==> src/rtl/smap_pkg.sv <==
package smap_pkg;
  typedef enum logic [1:0] {
    ST_IDLE   = 2'd0,
    ST_SETTLE = 2'd1,
    ST_EMIT   = 2'd2,
    ST_DONE   = 2'd3
  } smap_state_t;
endpackage

==> src/rtl/smap_addr_gen.sv <==
// Binary up-counter for the swept address lines.
module smap_addr_gen #(
  parameter int W = 11
) (
  input  logic         clk,
  input  logic         rst,
  input  logic         clr,
  input  logic         step,
  output logic [W-1:0] addr,
  output logic         at_last
);
  localparam logic [W-1:0] ONE = W'(1);

  always_ff @(posedge clk) begin
    if (rst || clr) addr <= '0;
    else if (step)  addr <= addr + ONE;
  end

  assign at_last = &addr;
endmodule

==> src/rtl/smap_settle_timer.sv <==
// Counts cycles since the last address change; hit marks the sample edge.
module smap_settle_timer #(
  parameter int CW = 4
) (
  input  logic          clk,
  input  logic          rst,
  input  logic          clr,
  input  logic [CW-1:0] settle_cycles,
  output logic          hit
);
  logic [CW-1:0] cnt;

  assign hit = (cnt >= settle_cycles);

  always_ff @(posedge clk) begin
    if (rst || clr) cnt <= '0;
    else if (!hit)  cnt <= cnt + 1'b1;
  end
endmodule

==> src/rtl/smap_record_unit.sv <==
// Change detector and output record register with valid/ready hold.
module smap_record_unit #(
  parameter int AW = 11,
  parameter int SW = 4
) (
  input  logic          clk,
  input  logic          rst,
  input  logic          abort,
  input  logic          sample,
  input  logic          force_rec,
  input  logic [SW-1:0] cs_in,
  input  logic [AW-1:0] addr,
  input  logic          rec_ready,
  output logic          emit,
  output logic          rec_valid,
  output logic [AW-1:0] rec_addr,
  output logic [SW-1:0] rec_cs
);
  logic [SW-1:0] prev_cs;

  assign emit = sample && (force_rec || (cs_in != prev_cs));

  always_ff @(posedge clk) begin
    if (rst) begin
      rec_valid <= 1'b0;
      rec_addr  <= '0;
      rec_cs    <= '0;
      prev_cs   <= '0;
    end else begin
      if (abort) begin
        rec_valid <= 1'b0;
      end else if (emit) begin
        rec_valid <= 1'b1;
        rec_addr  <= addr;
        rec_cs    <= cs_in;
      end else if (rec_valid && rec_ready) begin
        rec_valid <= 1'b0;
      end
      if (sample) prev_cs <= cs_in;
    end
  end

  // a record waiting on its consumer keeps its content
  p_rec_hold_r7: assert property (@(posedge clk) disable iff (rst)
    (rec_valid && !rec_ready && !abort) |=>
      (rec_valid && $stable(rec_addr) && $stable(rec_cs)));

  // no new record is taken while one is still pending
  p_no_overwrite_r7: assert property (@(posedge clk) disable iff (rst)
    rec_valid |-> !sample);
endmodule

==> src/rtl/sweep_mapper.sv <==
module sweep_mapper
  import smap_pkg::*;
#(
  parameter int ADDR_W   = 11,
  parameter int CS_W     = 4,
  parameter int SETTLE_W = 4
) (
  input  logic                clk,
  input  logic                rst,
  input  logic                arm,
  input  logic                continuous,
  input  logic [SETTLE_W-1:0] settle_cycles,
  output logic [ADDR_W-1:0]   addr_out,
  output logic                addr_oe,
  output logic                rw_n,
  input  logic [CS_W-1:0]     cs_in,
  output logic                rec_valid,
  input  logic                rec_ready,
  output logic [ADDR_W-1:0]   rec_addr,
  output logic [CS_W-1:0]     rec_cs,
  output logic                done
);
  localparam logic [ADDR_W-1:0] ADDR_ONE = ADDR_W'(1);

  smap_state_t state;
  logic first_q;
  logic at_last, hit, emit;
  logic start, sample, accept, advance, step, timer_clr;

  assign start     = arm && (state == ST_IDLE);
  assign sample    = arm && (state == ST_SETTLE) && hit;
  assign accept    = arm && (state == ST_EMIT) && rec_valid && rec_ready;
  assign advance   = (sample && !emit) || accept;
  assign step      = advance && (!at_last || continuous);
  assign timer_clr = !arm || (state != ST_SETTLE) || sample;

  smap_addr_gen #(.W(ADDR_W)) u_addr (
    .clk     (clk),
    .rst     (rst),
    .clr     (start),
    .step    (step),
    .addr    (addr_out),
    .at_last (at_last)
  );

  smap_settle_timer #(.CW(SETTLE_W)) u_settle (
    .clk           (clk),
    .rst           (rst),
    .clr           (timer_clr),
    .settle_cycles (settle_cycles),
    .hit           (hit)
  );

  smap_record_unit #(.AW(ADDR_W), .SW(CS_W)) u_rec (
    .clk       (clk),
    .rst       (rst),
    .abort     (!arm),
    .sample    (sample),
    .force_rec (first_q),
    .cs_in     (cs_in),
    .addr      (addr_out),
    .rec_ready (rec_ready),
    .emit      (emit),
    .rec_valid (rec_valid),
    .rec_addr  (rec_addr),
    .rec_cs    (rec_cs)
  );

  always_ff @(posedge clk) begin
    if (rst) begin
      state   <= ST_IDLE;
      first_q <= 1'b0;
      done    <= 1'b0;
      addr_oe <= 1'b0;
      rw_n    <= 1'b1;
    end else begin
      rw_n <= 1'b1;
      if (!arm) begin
        state   <= ST_IDLE;
        first_q <= 1'b0;
        done    <= 1'b0;
        addr_oe <= 1'b0;
      end else begin
        case (state)
          ST_IDLE: begin
            state   <= ST_SETTLE;
            first_q <= 1'b1;
            addr_oe <= 1'b1;
          end
          ST_SETTLE: begin
            if (sample) begin
              first_q <= 1'b0;
              if (emit) state <= ST_EMIT;
            end
          end
          ST_EMIT: ;
          ST_DONE: ;
          default: state <= ST_IDLE;
        endcase
        if (advance) begin
          if (at_last) begin
            done <= 1'b1;
            if (continuous) begin
              state   <= ST_SETTLE;
              first_q <= 1'b1;
            end else begin
              state <= ST_DONE;
            end
          end else begin
            state <= ST_SETTLE;
          end
        end
      end
    end
  end

  // drivers are released at the first edge that sees arm low
  p_oe_off_r1: assert property (@(posedge clk) disable iff (rst)
    !arm |=> (!addr_oe && !done));

  // the address only ever moves forward by one while driven
  p_addr_step_r3: assert property (@(posedge clk) disable iff (rst)
    (addr_oe && $past(addr_oe) && (addr_out != $past(addr_out))) |->
      (addr_out == ($past(addr_out) + ADDR_ONE)));

  // the sweep stalls on its address while a record waits
  p_addr_hold_r7: assert property (@(posedge clk) disable iff (rst)
    (arm && rec_valid && !rec_ready) |=> $stable(addr_out));

  // done is sticky while armed
  p_done_sticky_r8: assert property (@(posedge clk) disable iff (rst)
    (done && arm) |=> done);

  // a stopped sweep offers no record
  p_quiet_after_done_r8: assert property (@(posedge clk) disable iff (rst)
    (state == ST_DONE) |-> !rec_valid);
endmodule

==> config.mk <==
export PLATFORM = sky130hd
export DESIGN_NAME = sweep_mapper
export DESIGN_NICKNAME = d
export VERILOG_FILES = /design/src/rtl/smap_pkg.sv /design/src/rtl/smap_addr_gen.sv /design/src/rtl/smap_settle_timer.sv /design/src/rtl/smap_record_unit.sv /design/src/rtl/sweep_mapper.sv
export SDC_FILE = /design/constraint.sdc
export NUM_CORES = 1
export LEC_CHECK = 0
export ABC_AREA = 1
export BUFFER_PORTS_ARGS = -buffer_cell sky130_fd_sc_hd__buf_2
export CORE_ASPECT_RATIO = 0.75
export CORE_MARGIN = 2
export CORE_UTILIZATION = 48
export DETAILED_ROUTE_END_ITERATION = 8
export GPL_TIMING_DRIVEN = 0
export PLACE_DENSITY = 0.75
export SLEW_MARGIN = 10
export SYNTH_ARGS = -nofsm -noshare
export SYNTH_HDL_FRONTEND = slang
export SYNTH_SLANG_ARGS = --single-unit
export TNS_END_PERCENT = 5
==> constraint.sdc <==
create_clock -name clk -period 1.45 [get_ports clk]
set_input_delay 0.0725 -clock clk [delete_from_list [all_inputs] [get_ports clk]]
set_output_delay 0.0725 -clock clk [all_outputs]
set_load 0.01 [all_outputs]
* Word-level counts from Yosys, hierarchy flattened
Cells that the tools add are included.
** Word-level totals
- Flip-flop bits (word level) :: 40
- Bits in latches :: 0
- RAM bits :: 0
- Memory bits (read-only) :: 0
- Logic and storage cells :: 61
- Memories :: 0
** Operators by class
- $add $sub $neg :: 2
- $mul :: 0
- Div/mod/pow operators :: 0
- Magnitude comparators :: 1
- Equal/unequal tests :: 6
- Shift operators :: 0
- Muxes and demuxes :: 13
- Bitwise logic cells :: 1
- Reduce and logical (&&, ||, !) cells :: 28
** Operator list (number)
- AND reduction 12 bit :: 1
- adder 11 x 1 -> 11 bit, second input constant :: 1
- AND reduction 11 bit :: 1
- logical AND 1 bit :: 10
- 2-to-1 mux 2 bit :: 5
- logical OR 1 bit :: 7
- 2-to-1 mux 1 bit :: 6
- != test 3 bit, second input constant :: 2
- adder 4 x 1 -> 4 bit, second input constant :: 1
- greater-or-equal comparator 4 bit :: 1
- != test 4 bit :: 1
- case mux 2 bit (2 select lines) :: 1
- logical NOT 1 bit :: 3
- AND reduction 3 bit :: 1
- nonzero test 3 bit :: 1
- equality test 2 x 1 -> 1 bit, second input constant :: 1
- equality test 2 bit, second input constant :: 1
- logical NOT 2 bit :: 1
- != test 2 x 1 -> 1 bit, second input constant :: 1
- case mux 1 bit (2 select lines) :: 1
- AND reduction 2 bit :: 1
- nonzero test 2 bit :: 1
- OR reduction 2 bit :: 1
- inverter 1 bit :: 1

* Longest topological paths before layout
Gate-level depths: netlist of run 1.
- Word-level depth :: 9
- Mapped depth :: 14
- Mapped depth without buffers :: 13

* Hierarchy
A second synthesis of run 1 with hierarchy kept.
** Unflattened totals
- Cells, all modules :: 336
- Area, all modules :: 2233.4 um^2
** By module, submodules not included
- smap_record_unit :: times used 1, cells each 167, area an instance 1064.8 um^2, seq. area each 400.4 um^2
- smap_addr_gen :: times used 1, cells each 74, area an instance 550.5 um^2, seq. area each 220.2 um^2
- smap_settle_timer :: times used 1, cells each 56, area an instance 361.6 um^2, seq. area each 80.1 um^2
- sweep_mapper :: times used 1, cells each 39, area an instance 256.5 um^2, seq. area each 100.1 um^2

* Least setup slack after synthesis of run 1
OpenSTA, ideal clock, no wires.
- Path type :: flip-flop to flip-flop
- Start point :: register u_settle.cnt[0]
- End point :: register u_addr.addr[0]
- Arrival :: 1521 ps
- Data required time :: 1380 ps
- Path slack :: -142 ps
- Stages on the path, launching flop included :: 10
- Period minus slack after synthesis :: 1592 ps
- Path through :: dfxtp_1 > inv_1 > ha_1 > nand4_1 > nand3_1 > nand2_1 > o21bai_2 > buf_2 > nand3_1 > a21oi_1
** Between the ends
- Word-level cells in the longest chain between the ends :: 7
** RTL lines
- start, declared :: RTL line smap_settle_timer.sv:11 : logic [CW-1:0] cnt;
- start signal, assigned :: RTL line smap_settle_timer.sv:17 : else if (!hit) cnt <= cnt + 1'b1;
- greater-or-equal comparator 4 bit (*) :: RTL line smap_settle_timer.sv:13 : assign hit = (cnt >= settle_cycles);
- logical AND 1 bit (*) :: RTL line sweep_mapper.sv:31 : assign sample = arm && (state == ST_SETTLE) && hit;
- logical AND 1 bit :: RTL line smap_record_unit.sv:21 : assign emit = sample && (force_rec || (cs_in != prev_cs));
- logical NOT 1 bit :: RTL line sweep_mapper.sv:33 : assign advance = (sample && !emit) || accept;
- logical AND 1 bit (*) :: RTL line sweep_mapper.sv:33
- logical OR 1 bit (*) :: RTL line sweep_mapper.sv:33
- logical AND 1 bit (*) :: RTL line sweep_mapper.sv:34 : assign step = advance && (!at_last || continuous);
- end signal, assigned :: RTL line smap_addr_gen.sv:16 : else if (step) addr <= addr + ONE;
- end, declared :: RTL line smap_addr_gen.sv:9 : output logic [W-1:0] addr,
Mark *: on every way between the ends. The rest lies on a longest branch, timed or not.
A chain may end at the register's enable or synchronous reset.

* Final worst setup path of run 1
- Start point :: register u_settle.cnt[2]
- End point :: register u_addr.addr[10]
Same word-level chain as after synthesis.

==> results.md, run 1 <==
* Worst-path clk slew at ~0.090 ns
* GPL Wtd Cong at about 0.86
* Worst Setup End Kind: register
* Mapped Nets at 279
* Cts hold-fix bufs at 0
* Leak at about 1.2 nW
* Slew Limit Fails at 0
* P per Cell Area at 848 nW/um^2
* Sequential share of the synthesized area at 42.8%
* Crit path arrival time at 1.88 ns
* WP data required at roughly 1.6 ns
* Area growth, synth to finish at 40.0%
* PnR worst setup slack at -0.269 ns
* # clock sinks at 40
* Number of placement rows at 19
* Initial drt markers at between 100 and 150
* CP Launch Type: register
* Post-route cell area at about 2600 sq um
* RSZ-0062 raised after global routing: true
* Status: complete, but fails checks
* Final min period at roughly 1.7 ns
* Post-synth EDFFs at 0
* CP Max Fanout at 6
* Post-synth top area cell: dfxtp_1
* Post-synthesis cell area at around 1900 sq um
* Top post-synthesis cells by area: dfxtp_1, nand2_1, nor2_1, a21oi_1, inv_1
* DR vias at 1888
* Share of layout cells above drive strength 1 at approximately two fifths
* Clk_lat worst skew at about 0.29 ns
* First-pass GRT wire length at 7890 microns
* Die Ht at slightly below 60 microns
* CTS H-tree depth at 2
* DR pass1 iterations at 4
* Antenna violations before repair at 0
* Hold Slack at between 0.04 and 0.05 ns
* Root buffer cell: clkbuf_8
* Post-route clock skew at just over 0.008 ns
* Total GRT Usage at between 20% and 30%
* Antenna cells at 0
* Setup Crit Path Kind: reg2reg
* Routed Wire Length at about 5000 microns
* Relative slew slack at roughly 59%
* Final period util at 119%
* Commonest cells post-synth: nand2_1, nor2_1, dfxtp_1
* Ys Warns at 0
* Synth cell types at 24
* Setup TNS Final at -6.10 ns
* Vias per Instance at 5.03
* Clock Tree Buf Depth at 2
* DRT antenna net count at 0
* Max cap viols at 0
* Slew @ Worst Pin at just over 0.6 ns
* Post-synthesis sequential element count at 40
* Post-Place Cell Area at between 2000 and 2500 sq um
* I/O Buffers at 41
* Largest net degree at the start of global routing at 15
* DP HPWL at 3100 microns
* Nets at between 300 and 400
* Async SR Flop Fraction at 0%
* CTS buffer count at 5
* Main flop type after synthesis: dfxtp_1
* Syn avg cell area at just over 7 sq um
* Die width at approximately 76 microns
* Hold Fails Final Rpt at 0
* Residual DRC at 0
* HP Class: in2reg
* Post-Syn Instances at 260
* Placed cells at roughly 350
* Failing checks: setup timing
* Peak VDD IR at between 500 and 600 uV
* Total congestion overflow at 0
* Post-DR wirelength/cell at about 13 microns
* Post-synth top area share at 42.8%
* TritonCTS clock tree: done
* Achievable clock frequency at about 0.58 GHz
* Die Footprint at about 4400 sq um
* Final setup viols at 38
* I/O Pins at 43
* Initial core utilization at 50.5%
* Post-route insts no fill at 375
* Vias in the first global route at between 1500 and 2000
* Core area at around 3700 sq um
[cells in the final DEF, fill, tap and decap left out, types with 3 or more instances in the layout]
master	netlist	layout
nand3_1	20	19
dfxtp_2	0	7
buf_2	4	42
ha_4	0	4
o21ai_0	20	7
a21oi_2	0	7
nand2_4	0	6
nor3_1	3	3
xor2_1	5	5
nand2_1	43	27
dfxtp_1	40	32
nor2_1	43	43
a21oi_1	25	18
o21ai_1	0	7
clkbuf_1	5	3
nand2_2	1	11
clkbuf_8	0	6
inv_2	2	4
buf_6	1	4
inv_1	27	24
buf_4	1	14
o21ai_2	0	6
xnor2_1	6	6
[sequential cells by signal (all words and copies together), names as in the netlist]
signal           flops
u_rec.rec_addr      11
first_q              1
u_addr.addr         11
u_rec.rec_valid      1
state                2
u_rec.rec_cs         4
u_settle.cnt         4
addr_oe              1
done                 1
u_rec.prev_cs        4
[path summary, 6_finish.rpt]
path | start | endpoint | slack (ns) | cells past startpoint
setup / recovery | u_settle.cnt[2] | u_addr.addr[10] | -0.27 | 9
hold / removal | cs_in[2] | u_rec.rec_cs[2] | 0.04 | 3
setup reg to reg | u_settle.cnt[2] | u_addr.addr[10] | -0.27 | 9
hold reg to reg | u_rec.prev_cs[3] | u_rec.prev_cs[3] | 0.48 | 2
[metal layers]
metal | wire (microns) | up-vias | track usage, % | part of all wire [%]
met4 | 53 | 0 | 7.01 | 1.1
met5 | 0 | - | 0 | 0
met2 | 2320 | 63 | 36.2 | 47
met3 | 290 | 6 | 4.98 | 5.8
met1 | 2290 | 864 | 30.7 | 46
li1 | - | 955 | - | -
[power breakdown]
part | total [W] | switching, W | leakage, nW | internal (W)
clock | 0.000935 | 0.000417 | 0.0583 | 0.000518
sequential | 0.00112 | 0.00000875 | 0.328 | 0.00111
combinational | 0.000170 | 0.000101 | 0.768 | 0.0000682
[cell type report]
type | instances | area [sq um]
well taps | 52 | 65.1
clock inverters | 3 | 47.5
repair buffers | 55 | 318
plain buffers | 11 | 97.6
clock buffers | 5 | 68.8
fillers | 287 | 1090
inverters | 29 | 111
multi-input cells | 180 | 1100
flip-flops and latches | 40 | 813
[logic make-up after synthesis]
kind of cell               Yosys count  share of synthesized area [%]
xor gates and xnor gates            11                           5.15
other                                1                          0.200
adders and majority gates            6                           4.01
and+or+nand+nor                    116                           26.3
buffers and inverters               40                           8.89
AOI/OAI and AO/OA                   46                           12.6
DFF                                 40                           42.8
[repair_timing]
action / in CTS / in global routing
pin swaps: 7 / 9
endpoints found under the hold margin: 0 / 0
cloned: 1 / 1
endpoints found under the setup margin: 35 / 37
resized for setup: 39 / 41
setup buffers: 8 / 4
[stage by stage]
step | worst slack, ns | util [%] | total power, W
after global placement | -0.320 | 59.0 | 0.00127
after CTS | -0.150 | 66.7 | 0.00220
after detailed placement | -0.355 | 59.0 | 0.00128
after floorplan | -0.123 | - | 0.00123
after global routing | -0.344 | 70.6 | 0.00230
final | -0.269 | 70.6 | 0.00222
[worst max-delay path, cell delays in order, from the launching register on]
cell	delay, ns
dfxtp_4	0.36
ha_4	0.26
nand4_1	0.16
nand3_4	0.11
nand2_4	0.07
o21bai_4	0.25
nand2_4	0.11
buf_8	0.16
nand2_2	0.06
a21oi_2	0.04
Note: power is estimated with default switching activity, not from simulation.
==> run 2: changes to the inputs <==
Settings changed: HOLD_SLACK_MARGIN set to 0.08.
==> run 2 against run 1 <==
Compared with the run above:
- maximum frequency shrank 0.74%
- sequential share of layout area down 0.32 points
- final area rose by 1.1%
- sequential power about the same
- setup slack worse by 0.013 ns
- critical endpoint is now u_addr.addr[5]
- the run still ends with setup timing left
==> results.md, run 2 (synthesized netlist as in run 1, its figures left out) <==
* Most frequent cells in the layout: nor2_1, buf_2, dfxtp_1, nand2_1, inv_1
* RR Startpoint: u_addr.addr[6]
* # clock sinks at 40
* Crit path to: u_addr.addr[5]
* Crit path arrival time at between 1.5 and 2 ns
* Status: complete, but fails checks
* Worst r2r path cells at 7
* R2R Path End: u_addr.addr[5]
* Achievable clock frequency at between 0.5 and 0.6 GHz
* Final setup viols at 34
* Initial drt markers at between 100 and 150
* DRT antenna net count at 0
* Routing usage on met1 at roughly 31%
* Setup Crit Path Kind: reg2reg
* WP data required at roughly 1.6 ns
* Post-route insts no fill at 378
* Die Ht at around 58 microns
* GPL Wtd Cong at 0.855
* Final min period at 1.73 ns
* I/O Buffers at 41
* Number of placement rows at 19
* Die width at approximately 76 microns
* CP Launch Point: u_addr.addr[6]
* Antenna cells at 0
* Grt peak-use layer: met2
* Largest net degree at the start of global routing at 15
* Routed Wire Length at around 5000 microns
* Post-DR wirelength/cell at 13.3 microns
* CTS H-tree depth at 2
* Worst-path clk slew at about 0.09 ns
* Share of layout cells above drive strength 1 at 37.7%
* Clock Tree Buf Depth at 2
* CP Max Fanout at 10
* Biggest regs: u_addr.addr (11), u_rec.rec_addr (11)
* Global Route met3 Usage at 4.67%
* Hold Fails Final Rpt at 0
* Nets at about 340
* I/O Pins at 43
* Leak at 1.16 nW
* TritonCTS clock tree: done
* DR vias at around 1900
* CTS buffer count at 5
* Total GRT Usage at a little under a quarter
* Total congestion overflow at 0
* Peak VDD IR at 552 uV
* Most common cell after layout, fill and taps aside: nor2_1
* Slew Limit Fails at 0
* RSZ-0062 raised after global routing: true
* Worst reg-to-reg setup slack at -0.28 ns
* Hold Slack at around 0.082 ns
* Area growth, synth to finish at 41.4%
* HP Class: in2reg
* First-pass GRT wire length at around 8000 microns
* DP HPWL at approximately 3100 microns
* Vias per Instance at between 5 and 6
* Placed cells at between 300 and 400
* P per Cell Area at between 800 and 900 nW/um^2
* Tot Pwr at ~0.0022 W
* Root buffer cell: clkbuf_8
* Worst Hold Launch: cs_in[0]
* Residual DRC at 0
* Initial core utilization at between 50% and 60%
* DR pass1 iterations at 4
* Core area at 3710 sq um
* Final period util at 119%
* Clk_lat worst skew at about 0.3 ns
* Setup WS pre-CTS at -0.355 ns
* FILL cells at between 200 and 300
* M2 GR Usage at ~36%
* Failing checks: setup timing
* PnR worst setup slack at -0.282 ns
* Vias in the first global route at approximately 1700
* CP Launch Type: register
* Max cap viols at 0
* Die Footprint at between 4000 and 5000 sq um
* Post-route clock skew at 0.0103 ns
* Slew @ Worst Pin at around 0.6 ns
* Worst Setup End Kind: register
* Antenna violations before repair at 0
* Relative slew slack at between 60% and 70%
run 2: changes by cell type in the layout (fill, tap and decap cells not counted), sizes merged:
cell / change
buf: -1
dlygate4sd3: +4
run 2: power by group:
group	internal (W)	switching, W
registers	0.00111	0.00000843
clock network	0.000519	0.000422
logic	0.0000734	0.000101
run 2: per-layer routing:
layer | part of all wire, % | vias to the layer above
met5 | 0 | -
met1 | 46 | 891
met4 | 1.4 | 0
met3 | 6.2 | 10
met2 | 46 | 68
li1 | - | 960
run 2: worst min-delay path by stage:
stage / depth (start not counted) / endpoint / slack, ns
after floorplan: 2 / u_rec.rec_cs[2] / 0.20
after global placement: 3 / u_rec.rec_cs[2] / 0.34
after CTS: 3 / u_rec.rec_cs[1] / 0.08
after detailed placement: 3 / u_rec.rec_cs[2] / 0.35
final: 3 / u_rec.prev_cs[0] / 0.08
after global routing: 3 / u_rec.rec_cs[3] / 0.11
run 2: layout make-up:
class	count	area [sq um]	share of cell area, %
Multi-Input combinational cell	180	1090	41.3
Sequential cell	40	813	30.7
Timing Repair Buffer	58	350	13.2
Inverter	29	111	4.21
Buffer	11	97.6	3.69
Clock buffer	5	68.8	2.60
Tap cell	52	65.1	2.46
Clock inverter	3	47.5	1.80
run 2: metrics by stage:
step	utilization [%]	instance area (sq um)	setup TNS, ns
floorplan	-	1920	-2.00
global placement	59.0	2190	-8.71
detailed placement	59.0	2190	-9.46
CTS	67.8	2510	-3.10
global route	71.4	2650	-8.77
finish	71.4	2650	-6.00
run 2: critical path: stages (launching register included):
cell,delay [ns]
dfxtp_1,0.36
clkbuf_1,0.33
nand4_2,0.20
nor2_2,0.15
nand3b_2,0.13
buf_2,0.22
nand3_1,0.13
a21oi_2,0.06
run 2: repair_timing:
item | CTS | global route
buffers inserted | 8 | 3
endpoints found under the setup margin | 35 | 36
hold buffers | 4 | 0
hold endpoints to repair | 4 | 0
resized for setup | 39 | 39
pin swaps | 7 | 9
cloned | 1 | 1
